## src/rtl/exti_route_pkg.sv

```systemverilog
package exti_route_pkg;
  localparam int BUS_W   = 32;
  localparam int ADDR_W  = 10;
  localparam int FLD_PER_REG = 4;

  localparam logic [ADDR_W-1:0] OFS_REMAP    = 10'h000;
  localparam logic [ADDR_W-1:0] OFS_PMODE    = 10'h004;
  localparam logic [ADDR_W-1:0] OFS_SEL_BASE = 10'h008;
  localparam logic [ADDR_W-1:0] OFS_COMP     = 10'h020;

  function automatic logic [ADDR_W-1:0] sel_ofs(input int idx);
    return OFS_SEL_BASE + ADDR_W'(4 * idx);
  endfunction
endpackage

```

## src/rtl/exti_cfg_regs.sv

```systemverilog
module exti_cfg_regs
  import exti_route_pkg::*;
#(
  parameter int NUM_SEL  = 4,
  parameter int SEL_BITS = 16
) (
  input  logic                         clk,
  input  logic                         rst_n,
  input  logic [ADDR_W-1:0]            addr,
  input  logic                         wr_en,
  input  logic [BUS_W-1:0]             wr_data,
  output logic [BUS_W-1:0]             rd_data,
  output logic [NUM_SEL*SEL_BITS-1:0]  sel_bus
);
  logic [NUM_SEL*SEL_BITS-1:0] sel_q;
  logic [BUS_W-1:0]            comp_q;

  always_ff @(posedge clk) begin
    if (!rst_n) begin
      sel_q  <= '0;
      comp_q <= '0;
    end else if (wr_en) begin
      for (int k = 0; k < NUM_SEL; k++) begin
        if (addr == sel_ofs(k)) sel_q[k*SEL_BITS +: SEL_BITS] <= wr_data[SEL_BITS-1:0];
      end
      if (addr == OFS_COMP) comp_q <= wr_data;
    end
  end

  // Remap and mode offsets decode but hold no state: they always read zero.
  always_comb begin
    rd_data = '0;
    for (int k = 0; k < NUM_SEL; k++) begin
      if (addr == sel_ofs(k)) rd_data = BUS_W'(sel_q[k*SEL_BITS +: SEL_BITS]);
    end
    if (addr == OFS_COMP) rd_data = comp_q;
  end

  assign sel_bus = sel_q;
endmodule

```

## src/rtl/exti_line_pick.sv

```systemverilog
module exti_line_pick #(
  parameter int NUM_PORTS = 9,
  parameter int SEL_W     = 4
) (
  input  logic [NUM_PORTS-1:0] col,
  input  logic [SEL_W-1:0]     field,
  output logic                 lvl
);
  always_comb begin
    lvl = 1'b0;
    for (int p = 0; p < NUM_PORTS; p++) begin
      if (field == SEL_W'(p)) lvl = col[p];
    end
  end
endmodule

```

## src/rtl/exti_line_mux.sv

```systemverilog
module exti_line_mux #(
  parameter int NUM_PORTS = 9,
  parameter int LINES     = 16,
  parameter int SEL_W     = 4
) (
  input  logic [NUM_PORTS*LINES-1:0] pin_lvl,
  input  logic [LINES*SEL_W-1:0]     sel_bus,
  output logic [LINES-1:0]           line_out
);
  for (genvar l = 0; l < LINES; l++) begin : g_line
    logic [NUM_PORTS-1:0] col;
    for (genvar p = 0; p < NUM_PORTS; p++) begin : g_port
      assign col[p] = pin_lvl[p*LINES + l];
    end
    exti_line_pick #(.NUM_PORTS(NUM_PORTS), .SEL_W(SEL_W)) u_pick (
      .col   (col),
      .field (sel_bus[l*SEL_W +: SEL_W]),
      .lvl   (line_out[l])
    );
  end
endmodule

```

## src/rtl/exti_route_top.sv

```systemverilog
module exti_route_top
  import exti_route_pkg::*;
#(
  parameter int NUM_PORTS = 9,
  parameter int LINES     = 16,
  parameter int SEL_W     = 4
) (
  input  logic                       clk,
  input  logic                       rst_n,
  input  logic [ADDR_W-1:0]          addr,
  input  logic                       wr_en,
  input  logic [BUS_W-1:0]           wr_data,
  output logic [BUS_W-1:0]           rd_data,
  input  logic [NUM_PORTS*LINES-1:0] pin_lvl,
  output logic [LINES-1:0]           line_out
);
  localparam int NUM_SEL  = LINES / FLD_PER_REG;
  localparam int SEL_BITS = FLD_PER_REG * SEL_W;

  logic [LINES*SEL_W-1:0] sel_bus;

  exti_cfg_regs #(.NUM_SEL(NUM_SEL), .SEL_BITS(SEL_BITS)) u_regs (
    .clk     (clk),
    .rst_n   (rst_n),
    .addr    (addr),
    .wr_en   (wr_en),
    .wr_data (wr_data),
    .rd_data (rd_data),
    .sel_bus (sel_bus)
  );

  exti_line_mux #(.NUM_PORTS(NUM_PORTS), .LINES(LINES), .SEL_W(SEL_W)) u_mux (
    .pin_lvl  (pin_lvl),
    .sel_bus  (sel_bus),
    .line_out (line_out)
  );
endmodule

```

## config.mk

```make
export PLATFORM = sky130hd
export DESIGN_NAME = exti_route_top
export DESIGN_NICKNAME = d
export VERILOG_FILES = /design/src/rtl/exti_route_pkg.sv /design/src/rtl/exti_cfg_regs.sv /design/src/rtl/exti_line_pick.sv /design/src/rtl/exti_line_mux.sv /design/src/rtl/exti_route_top.sv
export SDC_FILE = /design/constraint.sdc
export NUM_CORES = 1
export LEC_CHECK = 0
export ABC_AREA = 1
export BUFFER_PORTS_ARGS = -buffer_cell sky130_fd_sc_hd__buf_2
export CORE_MARGIN = 3
export CORE_UTILIZATION = 45
export CTS_BUF_LIST = sky130_fd_sc_hd__clkbuf_8
export DETAILED_ROUTE_END_ITERATION = 6
export GPL_ROUTABILITY_DRIVEN = 0
export HOLD_SLACK_MARGIN = 0.03
export PLACE_DENSITY = 0.83
export SYNTH_ARGS = -nofsm -noshare
export SYNTH_HDL_FRONTEND = slang
export SYNTH_SLANG_ARGS = --single-unit
```

## constraint.sdc

```tcl
create_clock -name clk -period 2.8 [get_ports clk]
set_clock_uncertainty 0.1 [all_clocks]
set_input_delay 0.28 -clock clk [delete_from_list [all_inputs] [get_ports clk]]
set_output_delay 0.28 -clock clk [all_outputs]
set_load 0.005 [all_outputs]
```

# ---- After elaboration in Yosys (flattened, before gate mapping)
# Cells that the tools add are included.
dict set report classes {
  eq_ne 133
  n_reduce_logical 21
  muxes 149
}
# op count
set ops {}
lappend ops {{$eq 4x3->1 const B} 64}
lappend ops {{$mux 1} 144}
lappend ops {{$eq 4x2->1 const B} 32}
lappend ops {{$eq 4x1->1 const B} 16}
lappend ops {{$eq 4x4->1 const B} 16}
lappend ops {{$logic_not 4->1} 16}
lappend ops {{$mux 16} 4}
lappend ops {{$mux 32} 1}
lappend ops {{$eq 10x4->1 const B} 2}
lappend ops {{$eq 10x5->1 const B} 2}
lappend ops {{$eq 10x6->1 const B} 1}
lappend ops {{$reduce_and 2->1} 5}
dict set report word_totals {
  reg_bits 96
  output_inout_bits 48
  input_bits 189
  wordCells 308
}

# ---- Longest topological paths before layout
# Gate-level depths: netlist of the first run.
dict set report depth {
  ltp_word 10
  mapped_depth 10
  ltp_nobuf 8
}

# ---- Modules after synthesis
# Synthesis of the first run repeated with hierarchy kept, for this count alone.
dict set report unflattened {
  cells_unflattened 1076
  area_unflattened_um2 6378.6
}
# module area_each_um2 cells_each n_inst
set by_module_without_submodules {}
lappend by_module_without_submodules {exti_cfg_regs 4456.8 628 1}
lappend by_module_without_submodules {exti_line_pick 120.1 28 16}

# ---- Worst setup path before layout of the first run
# OpenSTA, ideal clock, no wires.
dict set report synth_path {
  kind {input -> output}
  startpoint {in addr[2]}
  endpoint {out rd_data[10]}
  path_stages 9
  path_slack_ns 1.101
  t_arrival_ns 1.319
  cell_sequence {buf_2 -> inv_1 -> nand2_1 -> nor2_2 -> nand2_2 -> clkinv_2 -> clkbuf_1 -> nand2_1 -> nand2_1}
}
dict set report synth_via {
  elab_chain_len 6
}
# element line_no
set synth_lines {}
lappend synth_lines {{start: declaration} exti_route_top.sv:10} ;# input logic [ADDR_W-1:0] addr,
lappend synth_lines {{$eq 10x4->1} exti_cfg_regs.sv:34} ;# if (addr == sel_ofs(k)) rd_data = BUS_W'(sel_q[k*SEL_BITS +: SEL_BITS]);
lappend synth_lines {{$mux 16 (4 in series)} exti_cfg_regs.sv:34}
lappend synth_lines {{$mux 32 (*)} exti_cfg_regs.sv:36} ;# if (addr == OFS_COMP) rd_data = comp_q;
lappend synth_lines {{end: declaration} exti_route_top.sv:13} ;# output logic [BUS_W-1:0] rd_data,
# Every way passes the cells marked *; elsewhere a longest branch is shown, timed or not.

# ---- Worst setup path in the final report of the first run
dict set report layout_path {
  startpoint {in addr[9]}
  endpoint {out rd_data[12]}
}
# The elaborated chain is that of the path after synthesis.

==> metrics.md, run 1 <==
| Metric | Value |
|---|---|
| Status | `finished, final reports clean` |
| CTS Buffer Depth | `2` |
| Adder-Cell Fraction of Synth Area | `0%` |
| DR pass1 iterations | `5` |
| Std-Cell Rows | `40` |
| Crit path kind | `input pin to primary output` |
| Finish-stage setup viols | `0` |
| Final hold violation count | `0` |
| Antenna diode count | `0` |
| Number of global-route vias before repair | `around 6000` |
| CTS H-tree lvls | `3` |
| Sequential share of the synthesized area | `33.20%` |
| Drt total wl | `about 19000 um` |
| Xor and xnor area share after synthesis | `0%` |
| Initial antenna violation count | `0` |
| Net Count, Synth | `~1100` |
| # placed instances | `1246` |
| Ys Warns | `0` |
| Initial Util | `47.02%` |
| Power Total | `2537 uW` |
| CTS tree | `built` |
| Synth Instances | `a little under 900` |
| Worst slew pin tran | `around 0.8 ns` |
| Largest net degree at the start of global routing | `97` |
| Total number of vias | `approximately 6800` |
| GRT Util Overall | `25.28%` |
| Power Density | `356.6 nW/um^2` |
| Syn Area/Cell | `6.476 sq um` |
| Via density | `approximately 5.4` |
| CP Cell Sequence | `buf_2 > nor2_1 > nand2_1 > nor2_2 > buf_4 > o211ai_1 > o21ai_0 > nand2_1 > nand2_1 > buf_2` |
| Most frequent cells in the layout | `buf_2, o21ai_0, nor2_1` |
| Final Max Tran Viols | `0` |
| Input/output buffers | `236` |
| Core box area | `12310 sq um` |
| CP arrival | `1.87 ns` |
| Final worst slack | `0.5463 ns` |
| Crit path max fanout | `27` |
| Worst-Skew Late Latency | `0.37 ns` |
| Post-synthesis mux area share | `0%` |
| Most common cell after layout, fill and taps aside | `buf_2` |
| Most common cell on crit path | `nand2_1` |
| Grt total ovfl | `0` |
| CP peak stage delay | `0.33 ns` |
| Post-CTS Resized | `0` |
| Post-CTS setup buffer count | `0` |
| First-pass GRT wire length | `29570 um` |
| IO Count | `roughly 240` |
| Die height | `approximately 120 um` |
| DRT iter0 DRCs | `435` |
| Worst Hold Slack | `0.07843 ns` |
| Final setup TNS | `0 ns` |
| Slew HR | `around 46%` |
| Cts hold-fix bufs | `0` |
| Period utilisation layout | `80.49%` |
| Max frequency | `443.7 MHz` |
| Worst setup EP type | `primary output` |
| Final #Nets | `1278` |
| Largest family of logic cells by synthesized area | `compound AO/OA/AOI/OAI gates` |
| Die Span X | `119.4 um` |
| Die area | `14260 sq um` |
| WL/cell | `~15 um` |
| Period minus WS final | `around 2.3 ns` |
| Hpwl dp | `approximately 15000 um` |
| Worst endpoint required time | `2.42 ns` |
| Leak | `0.003102 uW` |
| Layout area overhead | `22.91%` |
| Peak VDD IR | `0.2048 mV` |
| Sink Count | `96` |
| Worst slack, placed | `0.5936 ns` |
| Post-synth cell types | `22` |
| CTS Buf Count | `9` |
| RSZ-0062 raised after global routing | `no` |
| Share of post-route cells with drive strength above 1 | `24.95%` |
| Worst hold path type | `input pin to flop` |
| Worst-path clk slew | `0.10 ns` |
| Clock root cell | `clkbuf_8` |
| DR DRC count | `0` |
| FF+latch count, synth | `96` |
| Crit path max-delay cell type | `buf_4` |
| Simple-gate portion of the synthesized area | `roughly 19%` |
| Final non-filler cell total | `1262` |
| Max_cap viols | `0` |
| Antenna viol nets, final | `0` |
| Syn Std Cell Area | `5789 sq um` |
| Startpoint types | `input pin` |
| Compound-Gate Fraction of Synth Area | `34.54%` |
## cells in the mapped netlist
cell	instances	area, sq um
nor2_2	3	18.77
nand2_1	73	274.0
inv_1	112	420.4
clkinv_2	1	5.000
a21oi_1	96	480.5
nor2_1	120	450.4
inv_2	1	3.750
nand4_1	17	106.4
o2111ai_1	16	140.1
nor3_4	1	16.27
nor2_4	2	22.52
buf_2	13	65.06
clkbuf_1	29	108.9
o21ai_1	5	25.02
dfxtp_1	96	1922
buf_4	20	150.1
o21ai_0	203	1016
o211ai_1	45	337.8
nor3_1	1	5.000
nand3b_1	7	52.55
nand2_2	3	18.77
nand3_1	30	150.1
## metal layers
layer | part of all wire (%) | vias to the layer above | global-route usage [%]
li1 | - | 3433 | -
met1 | 45 | 2961 | 34.97
met2 | 43 | 331 | 38.64
met3 | 10 | 32 | 6.743
met4 | 2.0 | 0 | 7.516
met5 | 0 | - | 0
## sequential cells by signal (all words and copies together), names as in the netlist
signal	count
u_regs.sel_bus	64
u_regs.comp_q	32
## per-stage QoR
| step | instance area [sq um] | util [%] |
|---|---|---|
| 3_3_place_gp | 6932 | 56.30 |
| 3_5_place_dp | 6932 | 56.30 |
| 2_1_floorplan | 5789 | - |
| 4_1_cts | 7116 | 57.79 |
| 5_1_grt | 7116 | 57.79 |
| 6_report | 7116 | 57.79 |
## cells by family (layout without fill, tap and decap cells)
family,count (synthesis),count (layout)
compound gates,365,365
simple gates,257,257
buf+inv,176,376
flops,96,96
## path summary, 6_finish.rpt
path	depth (start not counted)	end	start	slack, ns
worst max-delay path	10	rd_data[12]	addr[9]	0.55
worst min-delay path	3	u_regs.comp_q[20]	wr_data[20]	0.08
worst max register to register	2	u_regs.sel_bus[13]	u_regs.sel_bus[13]	1.85
worst min register to register	2	u_regs.comp_q[27]	u_regs.comp_q[27]	0.36
## area by class of cell
| class | instances | area, sq um |
|---|---|---|
| clock buffers | 9 | 123.9 |
| clock inverters | 7 | 60.06 |
| fillers | 1212 | 5196 |
| inverters | 114 | 429.2 |
| multi-input cells | 622 | 3114 |
| flip-flops and latches | 96 | 1922 |
| well taps | 168 | 210.2 |
| repair buffers | 246 | 1256 |
## critical path: cells and delay by family
kind,cells,cell delay [ns]
AOI/OAI and AO/OA,2,0.40
buffers and inverters,3,0.54
and+or+nand+nor,5,0.63
## where the power goes
group          internal (uW)  total [uW]  leakage, uW  switching [uW]
logic                    143         303      0.00224             159
registers               1370        1370     0.000773           0.937
clock network            341         868    0.0000916             528
Power figures use the tool's default switching activity.
==> run 2: changes to the inputs <==
PLACE_DENSITY = 0.86   (was 0.83)
clock period = 1.9 ns   (was 2.8 ns; I/O delays follow)
==> run 2 against run 1 <==
  * Register-to-register slack got worse by 0.95 ns
  * Routed wire length is 9.1% higher
  * Cell count is 3.0% higher
  * First-iteration DRC count grew 73%
  * Critical path depth unchanged
  * Sequential share of layout area decreased by 1.5 points
  * Power increased by 55%
  * Core utilization is 4.5 points higher
  * Clock-buffer cell count unchanged
  * Global-route usage grew 1.8 points
  * Setup slack worse by 0.51 ns
  * Clock power increased by 65%
==> metrics.md, run 2 (same netlist as run 1, synthesis figures left out) <==
| Metric | Value |
|---|---|
| DRT iter0 DRCs | `752 (+73%)` |
| Sink Count | `96 (unchanged)` |
| Die area | `14260 sq um (unchanged)` |
| Crit path max-delay cell type | `o21ai_0` |
| Max frequency | `about 540 MHz` |
| Final #Nets | `1316 (+3.0%)` |
| Period minus WS final | `1.860 ns` |
| WL/cell | `15.87 um (+5.9%)` |
| First-pass GRT wire length | `31830 um (+7.6%)` |
| Final setup TNS | `0 ns (unchanged)` |
| Final Max Tran Viols | `0 (unchanged)` |
| Grt total ovfl | `0 (unchanged)` |
| CTS H-tree lvls | `3 (unchanged)` |
| Power Density | `513.5 nW/um^2 (+44%)` |
| Largest net degree at the start of global routing | `74 (-24%)` |
| Worst slew pin tran | `0.5284 ns (-0.2755 ns)` |
| Initial Util | `47.02% (unchanged)` |
| Critical path buffers and inverters | `3 (unchanged)` |
| Antenna diode count | `0 (unchanged)` |
| Finish-stage setup viols | `0 (unchanged)` |
| Worst endpoint required time | `1.61 ns (-0.81 ns)` |
| Number of global-route vias before repair | `6283 (+4.6%)` |
| Crit path kind | `input pin to primary output` |
| Std-Cell Rows | `40 (unchanged)` |
| Most common cell after layout, fill and taps aside | `buf_2` |
| Core box area | `12310 sq um (unchanged)` |
| Input/output buffers | `236 (unchanged)` |
| Most common cell on crit path | `nand2_1` |
| Antenna viol nets, final | `0 (unchanged)` |
| Slew HR | `64.69% (+18 points)` |
| Total number of vias | `7134 (+5.6%)` |
| CTS Buffer Depth | `2 (unchanged)` |
| Period utilisation layout | `97.87%` |
| Worst-path clk slew | `0.10 ns (about the same)` |
| Max_cap viols | `0 (unchanged)` |
| Clock root cell | `clkbuf_8` |
| CP peak stage delay | `0.25 ns (-0.08 ns)` |
| Status | `finished, final reports clean` |
| IO Count | `237 (unchanged)` |
| CP top delay family | `simple AND/OR/NAND/NOR gates` |
| Startpoint types | `input pin` |
| GRT Util Overall | `27.11% (+1.8 points)` |
| Leak | `0.003375 uW (+8.8%)` |
| Layout area overhead | `32.55%` |
| Util after Layout | `62.33% (+4.5 points)` |
| CP arrival | `1.57 ns (-0.30 ns)` |
| Initial antenna violation count | `1 (+1)` |
| Most frequent cells in the layout | `buf_2, o21ai_0, nor2_1` |
| Share of post-route cells with drive strength above 1 | `27.92% (+3.0 points)` |
| Number of flip-flops in the largest register | `64 (unchanged)` |
| Peak VDD IR | `0.5016 mV (+140%)` |
| CTS tree | `built` |
| Final hold violation count | `0 (unchanged)` |
| Worst slack, placed | `-0.005056 ns (-0.5987 ns)` |
| Hpwl dp | `14860 um (+2.4%)` |
| Via density | `5.488 (+2.5%)` |
| Crit path max fanout | `17 (-37%)` |
| Drt total wl | `20630 um (+9.1%)` |
| Power Total | `3940 uW (+55%)` |
| Worst-Skew Late Latency | `0.36 ns (about the same)` |
| CTS Buf Count | `9 (unchanged)` |
| DR DRC count | `0 (unchanged)` |
| DR pass1 iterations | `6 (+1)` |
| Worst hold path type | `input pin to flop` |
| Die Span X | `119.4 um (unchanged)` |
| Worst setup EP type | `primary output` |
| Die height | `119.4 um (unchanged)` |
| CP Cell Sequence | `buf_2 > nor2_1 > nand2_1 > nor2_4 > buf_12 > o211ai_1 > o21ai_0 > nand2_1 > nand2_1 > buf_2` |
| Worst Hold Slack | `0.05168 ns (-0.02675 ns)` |
| Final worst slack | `0.04039 ns (-0.5060 ns)` |
run 2: changes by cell type in the layout (fill, tap and decap cells not counted), sizes merged:
cell	delta
buf	+12
inv	-3
clkbuf	+1
clkinvlp	+3
clkinv	-1
dlygate4sd3	+25
bufinv	+1
run 2: worst paths after layout:
kind                                   startpoint                  to  slack (ns)  cells past startpoint
worst min-delay path                  wr_data[11]  u_regs.sel_bus[59]        0.05                      3
worst max-delay path                      addr[9]          rd_data[1]        0.04                     10
worst max register to register  u_regs.sel_bus[5]   u_regs.sel_bus[5]        0.90                      3
worst min register to register  u_regs.comp_q[17]   u_regs.comp_q[17]        0.36                      2
run 2: worst register-to-register path, delay by kind of cell (launching register included):
| kind | cells | cell delay, ns |
|---|---|---|
| buffers and inverters | 2 | 0.32 |
| AO/OA/AOI/OAI | 1 | 0.10 |
| flip-flops | 1 | 0.41 |
run 2: what timing repair did:
| item | 4_1_cts | 5_1_grt |
|---|---|---|
| endpoints found under the hold margin | 33 | 0 |
| hold buffers | 25 | 0 |
| resized for setup | 5 | 50 |
| cloned | 0 | 1 |
| pin swaps | 0 | 4 |
| buffers inserted | 0 | 6 |
| setup endpoints to repair | 5 | 32 |
run 2: through the flow:
step / instance area [sq um] / cells
3_3_place_gp: 7064 / 1252
5_1_grt: 7674 / 1300
3_5_place_dp: 7064 / 1252
2_1_floorplan: 5789 / 894
6_report: 7674 / 1300
4_1_cts: 7531 / 1293
run 2: per-layer routing:
layer  part of all wire, %  global-route usage (%)  vias to the layer above
met5                 0.063                       0                        -
met4                   2.4                   8.447                        2
met3                    12                   7.740                       46
met2                    44                   40.90                      382
met1                    41                   37.45                     3193
li1                      -                       -                     3511
run 2: final cells by class:
type	count	area (sq um)
timing repair buffer	284	1709
multi-input combinational	622	3148
clock buffer	9	123.9
fill	1153	4638
inverter	114	436.7
clock inverter	7	85.08
sequential	96	1961
tap	168	210.2
run 2: report_power, final:
part / internal (uW) / total (uW) / switching [uW]
Sequential: 2000 / 2010 / 1.47
Clock: 637 / 1430 / 792
Combinational: 252 / 506 / 254
==> run 3: changes to the inputs <==
GPL_TIMING_DRIVEN = 0   (was unset)
==> run 3 against run 2 <==
  * Critical path depth is 2 lower
  * Cell count grew 3.8%
  * Routed wire length increased by 2.9%
  * Fmax down 1.2%
  * Global-route usage is 0.26 points higher
  * Core utilization up 2.6 points
  * Clock-buffer cell count stayed put
  * Sequential cell count did not move
  * Register-to-register slack worse by 0.02 ns
  * Die area unchanged
  * Sequential share of layout area decreased by 0.64 points
  * Critical path type unchanged
==> metrics.md, run 3 (same netlist as run 1, synthesis figures left out) <==
| Metric | Value |
|---|---|
| CTS H-tree lvls | `3 (unchanged)` |
| Final hold violation count | `0 (unchanged)` |
| DRT iter0 DRCs | `469 (-38%)` |
| Power Density | `510.6 nW/um^2 (-0.56%)` |
| Share of post-route cells with drive strength above 1 | `32.60% (+4.7 points)` |
| Sink Count | `96 (unchanged)` |
| Die area | `14260 sq um (unchanged)` |
| Crit path kind | `input pin to primary output` |
| DR DRC count | `0 (unchanged)` |
| # placed instances | `1296 (+3.5%)` |
| Period utilisation layout | `99.08% (+1.2 points)` |
| Die height | `119.4 um (unchanged)` |
| Most frequent cells in the layout | `buf_2, o21ai_0, nor2_1` |
| GRT Util Overall | `27.37% (+0.26 points)` |
| Grt total ovfl | `0 (unchanged)` |
| Power Total | `4079 uW (+3.5%)` |
| Post-route cell area | `7988 sq um (+4.1%)` |
| Worst setup EP type | `primary output` |
| Final setup TNS | `0 ns (unchanged)` |
| Worst-Skew Late Latency | `0.37 ns (about the same)` |
| RSZ-0062 raised after global routing | `yes` |
| Worst endpoint required time | `1.61 ns (about the same)` |
| Initial Util | `47.02% (unchanged)` |
| Max frequency | `531.2 MHz (-1.2%)` |
| Startpoint types | `input pin` |
| CTS tree | `built` |
| Layout area overhead | `37.97%` |
| Std-Cell Rows | `40 (unchanged)` |
| Crit path max fanout | `10 (-7)` |
| Largest net degree at the start of global routing | `18 (-76%)` |
| Worst-path clk slew | `0.09 ns (about the same)` |
| CP arrival | `1.59 ns (+0.02 ns)` |
| CTS Buf Count | `9 (unchanged)` |
| Drt total wl | `21240 um (+2.9%)` |
| Total number of vias | `7438 (+4.3%)` |
| WL met3 | `2251 um (-8.5%)` |
| Initial antenna violation count | `0 (-1)` |
| Final non-filler cell total | `1350 (+3.8%)` |
| Final Max Tran Viols | `0 (unchanged)` |
| Top Metal Used | `met4` |
| Number of flip-flops in the largest register | `64 (unchanged)` |
| Die Span X | `119.4 um (unchanged)` |
| Slew HR | `64.44% (-0.25 points)` |
| Hpwl dp | `15610 um (+5.1%)` |
| Worst slew pin tran | `0.5335 ns (+0.005071 ns)` |
| Most common cell after layout, fill and taps aside | `buf_2` |
| Status | `finished, final reports clean` |
| CTS Buffer Depth | `2 (unchanged)` |
| Core box area | `12310 sq um (unchanged)` |
| Input/output buffers | `234 (-0.85%)` |
| Number of global-route vias before repair | `6682 (+6.4%)` |
| Peak VDD IR | `0.4772 mV (-4.9%)` |
| Finish-stage setup viols | `0 (unchanged)` |
| Clock root cell | `clkbuf_8` |
| Leak | `0.003529 uW (+4.6%)` |
| Final #Nets | `1365 (+3.7%)` |
| Met2 wire len | `9917 um (+8.7%)` |
| Worst hold path type | `input pin to flop` |
| Max_cap viols | `0 (unchanged)` |
| First-pass GRT wire length | `32060 um (+0.72%)` |
| FILL cells | `1080 (-6.3%)` |
| IO Count | `237 (unchanged)` |
| Period minus WS final | `1.883 ns (+0.02296 ns)` |
| Metal-1 WL | `8269 um (-3.2%)` |
| WL/cell | `15.73 um (-0.87%)` |
| DR pass1 iterations | `6 (unchanged)` |
| Placed Area | `7171 sq um (+1.5%)` |
| Via density | `5.510 (+0.40%)` |
| Antenna viol nets, final | `0 (unchanged)` |
## run 3: cell types whose count changed in the layout (fill, tap and decap cells not counted), sizes merged, moves of 3 or more
cell         previous run  this run
buf                   258       287
clkbuf                 10        34
clkinv                  1         4
clkinvlp                4         1
dlygate4sd3            25        21
## run 3: layout make-up
| class | count | area [sq um] | area share, % |
|---|---|---|---|
| repair buffers | 274 | 1554 | 19.45 |
| multi-input cells | 622 | 3211 | 40.19 |
| diodes | 1 | 2.502 | 0.03133 |
| plain buffers | 59 | 359.1 | 4.496 |
| well taps | 168 | 210.2 | 2.632 |
| inverters | 114 | 435.4 | 5.451 |
| clock buffers | 9 | 123.9 | 1.551 |
| clock inverters | 7 | 102.6 | 1.284 |
| flip-flops and latches | 96 | 1989 | 24.91 |
## run 3: through the flow
step	utilization [%]	setup WS (ns)	hold slack [ns]
4_1_cts	62.38	0.001267	0.03068
6_report	64.88	0.01743	0.03541
3_5_place_dp	58.24	-0.1951	0.3456
3_3_place_gp	58.24	-0.1769	0.3406
2_1_floorplan	-	0.3813	0.2382
5_1_grt	64.86	-0.03560	0.03340
## run 3: timing repair
| item | CTS | global route |
|---|---|---|
| setup buffers | 3 | 14 |
| setup endpoints to repair | 30 | 42 |
| gates resized for setup | 41 | 131 |
| hold buffers | 21 | 0 |
| pin swaps | 2 | 21 |
| hold endpoints to repair | 26 | 0 |
| cloned | 0 | 2 |
## run 3: final timing paths
kind / startpoint / to / slack, ns / cells after the start
max: addr[0] / rd_data[3] / 0.02 / 8
max reg2reg: u_regs.sel_bus[5] / u_regs.sel_bus[5] / 0.88 / 3
min: wr_data[5] / u_regs.sel_bus[53] / 0.04 / 3
min reg2reg: u_regs.comp_q[26] / u_regs.comp_q[26] / 0.36 / 2
## run 3: where the power goes
part	switching [uW]	total, uW	internal, uW
combinational	274	553	279
clock	775	1530	758
sequential	1.42	1990	1990
total	1050	4080	3030
## run 3: layer usage
| metal | vias up | global-route usage (%) |
|---|---|---|
| met5 | - | 0 |
| met4 | 0 | 10.02 |
| met3 | 80 | 5.745 |
| met2 | 444 | 46.27 |
| met1 | 3294 | 34.35 |
| li1 | 3620 | - |
## run 3: critical path, stage by stage
cell	delay, ns
buf_2	0.11
nor2_4	0.20
clkbuf_1	0.38
o211ai_1	0.18
o21ai_1	0.27
nand2_1	0.08
nand2_1	0.06
buf_2	0.11
